[config.mk]
export PLATFORM = sky130hd
export DESIGN_NAME = i2c_hs_entry
export DESIGN_NICKNAME = d
export VERILOG_FILES = /design/src/rtl/i2c_hs_pkg.sv /design/src/rtl/i2c_sync.sv /design/src/rtl/i2c_cond_det.sv /design/src/rtl/i2c_byte_rx.sv /design/src/rtl/i2c_hs_entry.sv
export SDC_FILE = /design/constraint.sdc
export NUM_CORES = 1
export LEC_CHECK = 0
export ABC_AREA = 1
export CAP_MARGIN = 20
export CORE_MARGIN = 5
export CORE_UTILIZATION = 39
export DETAILED_ROUTE_END_ITERATION = 8
export PLACE_DENSITY = 0.63
export RECOVER_POWER = 25
export SETUP_SLACK_MARGIN = 0.4
export SKIP_CTS_REPAIR_TIMING = 1
export SLEW_MARGIN = 20
export SYNTH_ARGS = -nofsm -noshare
export SYNTH_HDL_FRONTEND = slang
export SYNTH_SLANG_ARGS = --single-unit
[constraint.sdc]
create_clock -name clk -period 3.3 [get_ports clk]
set_clock_uncertainty 0.2 [all_clocks]
set_input_delay 0.495 -clock clk [delete_from_list [all_inputs] [get_ports clk]]
set_output_delay 0.495 -clock clk [all_outputs]
set_load 0.05 [all_outputs]
[src/rtl/i2c_hs_pkg.sv]
package i2c_hs_pkg;
  // Transfer-phase tracking for the entry controller.
  typedef enum logic [2:0] {
    ST_IDLE,   // no transfer open
    ST_FIRST,  // first byte after a START from idle
    ST_ADDR,   // first byte after a repeated START
    ST_GCCMD,  // command byte following a general call
    ST_SKIP    // remaining bytes, ignored
  } hs_state_e;
endpackage

[src/rtl/i2c_sync.sv]
module i2c_sync #(
  parameter int LANES  = 2,
  parameter int STAGES = 2
) (
  input  logic             clk,
  input  logic             rst,
  input  logic [LANES-1:0] d,
  output logic [LANES-1:0] q
);
  logic [LANES-1:0] chain [STAGES];

  always_ff @(posedge clk) begin
    if (rst) begin
      for (int i = 0; i < STAGES; i++) chain[i] <= '1;
    end else begin
      chain[0] <= d;
      for (int i = 1; i < STAGES; i++) chain[i] <= chain[i-1];
    end
  end

  assign q = chain[STAGES-1];
endmodule

[src/rtl/i2c_cond_det.sv]
module i2c_cond_det (
  input  logic clk,
  input  logic rst,
  input  logic sda,
  input  logic scl,
  output logic start_c,
  output logic stop_c,
  output logic scl_rise,
  output logic scl_fall
);
  logic sda_q, scl_q;

  always_ff @(posedge clk) begin
    if (rst) begin
      sda_q <= 1'b1;
      scl_q <= 1'b1;
    end else begin
      sda_q <= sda;
      scl_q <= scl;
    end
  end

  assign start_c  = scl & scl_q & sda_q & ~sda;
  assign stop_c   = scl & scl_q & ~sda_q & sda;
  assign scl_rise = scl & ~scl_q;
  assign scl_fall = ~scl & scl_q;
endmodule

[src/rtl/i2c_byte_rx.sv]
module i2c_byte_rx #(
  parameter int BYTE_W = 8
) (
  input  logic              clk,
  input  logic              rst,
  input  logic              clr,
  input  logic              scl_rise,
  input  logic              scl_fall,
  input  logic              sda,
  output logic [BYTE_W-1:0] byte_q,
  output logic              ack_open,
  output logic              ack_close
);
  localparam int CNT_W = $clog2(BYTE_W + 1);
  localparam logic [CNT_W-1:0] LAST = CNT_W'(BYTE_W);

  logic [CNT_W-1:0] cnt;
  logic             ninth;

  always_ff @(posedge clk) begin
    if (rst || clr) begin
      cnt    <= '0;
      ninth  <= 1'b0;
      byte_q <= '0;
    end else if (scl_rise) begin
      if (cnt != LAST) begin
        byte_q <= {byte_q[BYTE_W-2:0], sda};
        cnt    <= cnt + 1'b1;
      end else begin
        ninth <= 1'b1;
      end
    end else if (scl_fall && ninth) begin
      cnt   <= '0;
      ninth <= 1'b0;
    end
  end

  assign ack_open  = scl_fall && (cnt == LAST) && !ninth;
  assign ack_close = scl_fall && ninth;
endmodule

[src/rtl/i2c_hs_entry.sv]
module i2c_hs_entry #(
  parameter int                  SYNC_STAGES  = 2,
  parameter int                  BYTE_W       = 8,
  parameter int                  PREFIX_W     = 5,
  parameter logic [PREFIX_W-1:0] MCODE_PREFIX = 5'b00001,
  parameter logic [BYTE_W-1:0]   GC_RST_CMD   = 8'h06
) (
  input  logic clk,
  input  logic rst,
  input  logic sw_rst,
  input  logic sda_in,
  input  logic scl_in,
  output logic hs_mode,
  output logic start_pulse,
  output logic rstart_pulse,
  output logic stop_pulse,
  output logic sda_pull
);
  import i2c_hs_pkg::*;

  logic [1:0]        bus_s;
  logic              start_c, stop_c, scl_rise, scl_fall;
  logic [BYTE_W-1:0] rx_byte;
  logic              ack_open, ack_close;
  hs_state_e         state;
  logic              mcode_pend, gc_pend;
  logic              mc_hit, gc_addr, gc_cmd;

  i2c_sync #(.LANES(2), .STAGES(SYNC_STAGES)) u_sync (
    .clk(clk), .rst(rst), .d({sda_in, scl_in}), .q(bus_s)
  );

  i2c_cond_det u_cond (
    .clk(clk), .rst(rst), .sda(bus_s[1]), .scl(bus_s[0]),
    .start_c(start_c), .stop_c(stop_c),
    .scl_rise(scl_rise), .scl_fall(scl_fall)
  );

  i2c_byte_rx #(.BYTE_W(BYTE_W)) u_rx (
    .clk(clk), .rst(rst), .clr(start_c | stop_c),
    .scl_rise(scl_rise), .scl_fall(scl_fall), .sda(bus_s[1]),
    .byte_q(rx_byte), .ack_open(ack_open), .ack_close(ack_close)
  );

  // Byte classification, valid when ack_open fires.
  always_comb begin
    mc_hit  = (state == ST_FIRST) &&
              (rx_byte[BYTE_W-1 -: PREFIX_W] == MCODE_PREFIX);
    gc_addr = ((state == ST_FIRST) || (state == ST_ADDR)) && (rx_byte == '0);
    gc_cmd  = (state == ST_GCCMD) && (rx_byte == GC_RST_CMD);
  end

  always_ff @(posedge clk) begin
    if (rst || sw_rst) begin
      state        <= ST_IDLE;
      hs_mode      <= 1'b0;
      start_pulse  <= 1'b0;
      rstart_pulse <= 1'b0;
      stop_pulse   <= 1'b0;
      sda_pull     <= 1'b0;
      mcode_pend   <= 1'b0;
      gc_pend      <= 1'b0;
    end else begin
      start_pulse  <= 1'b0;
      rstart_pulse <= 1'b0;
      stop_pulse   <= 1'b0;
      if (start_c) begin
        if (state == ST_IDLE) begin
          start_pulse <= 1'b1;
          state       <= ST_FIRST;
        end else begin
          rstart_pulse <= 1'b1;
          state        <= ST_ADDR;
        end
        sda_pull   <= 1'b0;
        mcode_pend <= 1'b0;
        gc_pend    <= 1'b0;
      end else if (stop_c) begin
        stop_pulse <= 1'b1;
        hs_mode    <= 1'b0;
        state      <= ST_IDLE;
        sda_pull   <= 1'b0;
        mcode_pend <= 1'b0;
        gc_pend    <= 1'b0;
      end else if (ack_open && state != ST_IDLE) begin
        mcode_pend <= mc_hit;
        gc_pend    <= gc_cmd;
        sda_pull   <= gc_addr | gc_cmd;
        if (gc_addr)     state <= ST_GCCMD;
        else if (gc_cmd) state <= ST_IDLE;
        else             state <= ST_SKIP;
      end else if (ack_close) begin
        sda_pull   <= 1'b0;
        mcode_pend <= 1'b0;
        gc_pend    <= 1'b0;
        if (gc_pend)         hs_mode <= 1'b0;
        else if (mcode_pend) hs_mode <= 1'b1;
      end
    end
  end
endmodule

# Word level (Yosys, flattened, before mapping)
# Memory sizes are Yosys's and may differ from the RTL's.
# Cells that the tools add are included.
[word_totals]
input_bits = 5
register_bits = 25
output_inout_bits = 5
memories = 1
mem_bits_rw = 4
[memory_table]
columns = ["memory", "depth", "word_bits", "read_ports", "rd_ports_with_merged_regs", "wr", "line", "text"]
rows = [
  ["u_sync.chain", 2, 2, 2, 0, 2, "i2c_sync.sv:10", "logic [LANES-1:0] chain [STAGES];"],
]
[classes]
add_sub_neg = 1
mux = 28
n_eq_ne = 10
n_reduce_logical = 26
bitwise_logic = 16
[ops]
columns = ["cell", "count"]
rows = [
  ["1-bit 2-to-1 mux", 17],
  ["3-bit 2-to-1 mux", 5],
  ["4-bit 2-to-1 mux", 3],
  ["3-bit nonzero test", 3],
  ["8-bit by 3-bit == test with 1-bit output, second input constant", 1],
  ["8-bit zero test", 1],
  ["1-bit bitwise AND", 7],
  ["1-bit logical AND", 7],
  ["3-bit by 2-bit == test with 1-bit output, second input constant", 2],
  ["2-bit 2-to-1 mux", 3],
  ["2-bit AND reduction", 3],
  ["2-bit nonzero test", 3],
  ["5-bit by 1-bit == test with 1-bit output, second input constant", 1],
  ["1-bit inverter", 5],
  ["4-bit by 1-bit adder with 4-bit output, second input constant", 1],
  ["4-bit == test, second input constant", 1],
  ["2-bit inequality test, second input constant", 2],
  ["4-bit inequality test, second input constant", 1],
  ["1-bit OR", 4],
  ["4-bit AND reduction", 1],
  ["2-bit OR reduction", 2],
  ["3-bit by 1-bit == test with 1-bit output, second input constant", 1],
  ["3-bit zero test", 1],
  ["1-bit logical OR", 3],
  ["3 further kinds", 3],
]

# Depth between registers and ports, before layout
# An unclocked memory read counts as a cell.
[logic_depth]
word_depth = 9
ltp_mapped = 9
depth_no_buf = 9

# By module
# A second synthesis with hierarchy kept.
[hier_totals]
cells_unflattened = 193
area_unflattened_um2 = 1396.3
[modules_own_cells]
columns = ["mod", "area_per_inst_um2", "cells_each", "n_inst", "seq_area_each_um2"]
rows = [
  ["i2c_byte_rx", 593.1, 79, 1, 260.2],
  ["i2c_hs_entry", 579.3, 83, 1, 200.2],
  ["i2c_sync", 131.4, 15, 1, 80.1],
  ["i2c_cond_det", 92.6, 16, 1, 40.0],
]

# Worst setup path after synthesis
# No wires, ideal clock.
[synth_path]
path_kind = "flip-flop to flip-flop"
from = "reg u_rx.cnt[0]"
to = "reg u_rx.cnt[0]"
setup_ns = 0.120
path_stages_with_launch = 9
period_less_slack_ns = 1.466
arrival_ns = 1.146
path_slack_ns = 1.834
t_required_ns = 2.980
cell_sequence = "dfxtp_1 -> inv_1 -> ha_1 -> nand3_1 -> nand2_2 -> clkinv_2 -> buf_6 -> o21ai_1 -> a21oi_1"
[synth_between]
elab_chain_cells = 3
[synth_lines]
columns = ["element", "line", "text"]
rows = [
  ["from (decl)", "i2c_byte_rx.sv:17", "logic [CNT_W-1:0] cnt;"],
  ["from (signal assigned)", "i2c_byte_rx.sv:28", "cnt <= cnt + 1'b1;"],
  ["4-bit by 1-bit adder with 4-bit output or 4-bit inequality test (tied branches)", "i2c_byte_rx.sv:28, i2c_byte_rx.sv:26", ""],
  ["4-bit 2-to-1 mux or 2-bit by 1-bit inequality test with 1-bit output (tied branches)", "--", ""],
  ["4-bit 2-to-1 mux or 2-bit AND reduction (tied branches)", "--", ""],
]
# Several ways; a longest one is shown, not always the timed one. The select of a mux whose other input is x is not followed.
# A chain may end at the register's enable or synchronous reset.

# Worst setup path in the final report
[layout_path]
from = "reg sda_pull"
to = "out sda_pull"
[layout_lines]
columns = ["element", "line", "text"]
rows = [
  ["from (decl)", "i2c_hs_entry.sv:17", "output logic sda_pull"],
  ["from (signal assigned)", "i2c_hs_entry.sv:88", "sda_pull <= gc_addr | gc_cmd;"],
]
# No word-level cell between the ends.

==> metrics.md <==
| Metric | Value |
|---|---|
| Outcome | `finished, final reports clean` |
| Max-cap violations | `0` |
| GR Layer Usage met3 | `5.09%` |
| WS Path Type | `reg2out` |
| Clock latency at the later pin of the worst-skew pair | `330 ps` |
| Gpl congestion | `0.770` |
| Crit. End Element | `output port` |
| F_max | `0.460 GHz` |
| First-pass GRT wire length | `4630 um` |
| DPL Wire Length | `1980 um` |
| Post-DRT Antenna Nets | `0` |
| Max_slew headroom | `66.2%` |
| Num rows | `21` |
| Synth Area per Inst | `7.30 sq um` |
| H-tree depth | `2` |
| CTS buffer count | `5` |
| GRT met2 Usage | `21.9%` |
| Min-delay worst type | `reg2reg` |
| Clock transition at the registers of the reported paths | `100 ps` |
| Layout filler cell count | `352` |
| Post-synth EDFFs | `0` |
| Worst VDD drop | `185 uV` |
| Crit share post-route | `65.8%` |
| DIE WIDTH | `68.2 um` |
| Setup TNS | `0 ps` |
| Yosys reg bits | `29` |
| Root buf cell | `clkbuf_4` |
| Worst path required time | `2600 ps` |
| Worst path max stage delay | `800 ps` |
| Most instantiated cells after synthesis | `nand2_1, dfxtp_1, nor2_1` |
| Synth area leader | `dfxtp_1` |
| DR vias/cell | `4.72` |
| Post-synth top flop | `dfxtp_1` |
| Fraction of registers with async set/reset | `0%` |
| Die Height | `68.2 um` |
| Initial Util | `39.9%` |
| Pleak | `0.652 nW` |
| Layout cells sized above 1 | `12.7%` |
| YS warnings | `0` |
| # placed instances | `235` |
| Synth area leaders | `dfxtp_1, nand2_1, nor2_1` |
| Sequential fraction of the synthesis area | `43.9%` |
| Overflow after GRT | `0` |
| # setup viols final | `0` |
| Dominant cell by count in the synthesized netlist | `nand2_1` |
| Num ports | `10` |
| Fin. Hold Viols | `0` |
| Most Crowded Layer GR | `met2` |
| First-pass DRT Iterations | `4` |
| Area Growth Syn to Fin | `15.4%` |
| Final Non-Filler Cells | `243` |
| Pwr dens | `432 mW/mm^2` |
| Post-Syn Area | `0.00132 sq mm` |
| WP data arrival | `1480 ps` |
| GR Layer Usage met1 | `15.4%` |
| Ant diodes | `0` |
| Syn nets | `188` |
| Post-Synthesis Cells | `181` |
| Final wirelength | `2570 um` |
| Cells along the critical path | `clkdlybuf4s50_1` |
| Max Buffers Root-to-Sink | `2` |
| Crit-path max FO | `2` |
| Min Tclk post-route | `2170 ps` |
| DRC Markers | `0` |
| Via count | `1146` |
| Critical Path Start Type | `flip-flop` |
| Avg WL per Cell | `10.6 um` |
| Nets | `203` |
| Number of distinct library cells after synthesis | `22` |
| Worst-Margin Slew | `505 ps` |
| Crit-path leading delay family | `buffers and inverters` |
| Num Clock Sinks | `29` |
| GRT Total Usage | `13.5%` |
| I/O Buffers | `9` |
| Worst path bufs/invs | `1` |
| Largest net degree at the start of global routing | `13` |
| Die area | `0.00465 sq mm` |
| Initial antenna violation count | `0` |
| Critical path's slowest cell | `clkdlybuf4s50_1` |
| Final-report max-slew violation count | `0` |
| Drt first-iter violations | `64` |
| Synth top area share | `43.9%` |
| RSZ-0062 raised after global routing | `false` |
| CTS tree | `built` |
| Vias in the first global route | `1104` |
| Core area | `0.00331 sq mm` |
final timing paths:
check,start,endpoint,slack (ps),depth (start not counted)
max,sda_pull,sda_pull,1130,1
min,u_sync.chain[0][1],u_sync.chain[0][3],220,1
max reg2reg,u_rx.cnt[0],u_rx.byte_q[0],1610,7
min reg2reg,u_sync.chain[0][1],u_sync.chain[0][3],220,1
placed cells by master (no fill, tap or decap):
cell type | synthesis | layout
nor3_1 | 1 | 1
nor2_4 | 5 | 5
nand3_1 | 18 | 18
nand2_1 | 37 | 38
a22oi_1 | 1 | 1
inv_1 | 21 | 21
or2_2 | 4 | 4
nor3_4 | 1 | 1
clkbuf_8 | 0 | 2
clkinv_2 | 1 | 2
nor2_1 | 27 | 27
clkdlybuf4s50_1 | 0 | 8
clkbuf_4 | 0 | 5
nand2_2 | 4 | 3
dfxtp_1 | 29 | 29
nand4_1 | 1 | 1
o21ai_0 | 2 | 2
a21oi_1 | 15 | 15
nor2_2 | 2 | 2
o21bai_1 | 1 | 1
inv_2 | 1 | 1
ha_1 | 2 | 2
a211oi_1 | 2 | 2
o21ai_1 | 5 | 5
dlygate4sd3_1 | 0 | 1
registers in the layout (all words and copies together), names as in the netlist, 3 cells and up:
name	count
u_sync.chain	4
u_rx.cnt	4
u_rx.byte_q	8
state	3
through the flow:
stage          setup WS [ps]  area, sq um  power, mW  hold slack (ps)  utilization, %
4_1_cts                 1100         1530      0.666              222            46.1
3_3_place_gp            1350         1460      0.419              198            44.0
5_1_grt                 1080         1530      0.690              249            46.1
3_5_place_dp            1310         1460      0.420              199            44.0
6_report                1130         1530      0.659              218            46.1
2_1_floorplan           1830         1320      0.406              189               -
metal layers:
| metal | part of all wire [%] | vias up |
|---|---|---|
| met2 | 46 | 18 |
| li1 | - | 604 |
| met5 | 0 | - |
| met3 | 4.1 | 7 |
| met4 | 2.3 | 0 |
| met1 | 47 | 517 |
cells by family after synthesis:
family | synth area share (%)
compound gates | 10.6
fa+ha+maj | 1.89
buf+inv | 7.48
flops | 43.9
simple gates | 36.1
where the power goes:
group,switching [mW],internal [mW],leakage [nW]
combinational,0.0318,0.0187,0.375
clock,0.124,0.123,0.0413
sequential,0.00445,0.357,0.235
total,0.160,0.499,0.652
area by class of cell:
| cell class | instances | area [sq um] | area share [%] |
|---|---|---|---|
| clock buffer | 7 | 65.1 | 4.27 |
| clock inverter | 1 | 5.00 | 0.328 |
| tap | 46 | 57.6 | 3.77 |
| inverter | 23 | 87.6 | 5.74 |
| multi-input combinational | 128 | 639 | 41.9 |
| timing repair buffer | 9 | 90.1 | 5.91 |
| sequential | 29 | 581 | 38.1 |
No activity file was read; power rests on OpenSTA's default activity.
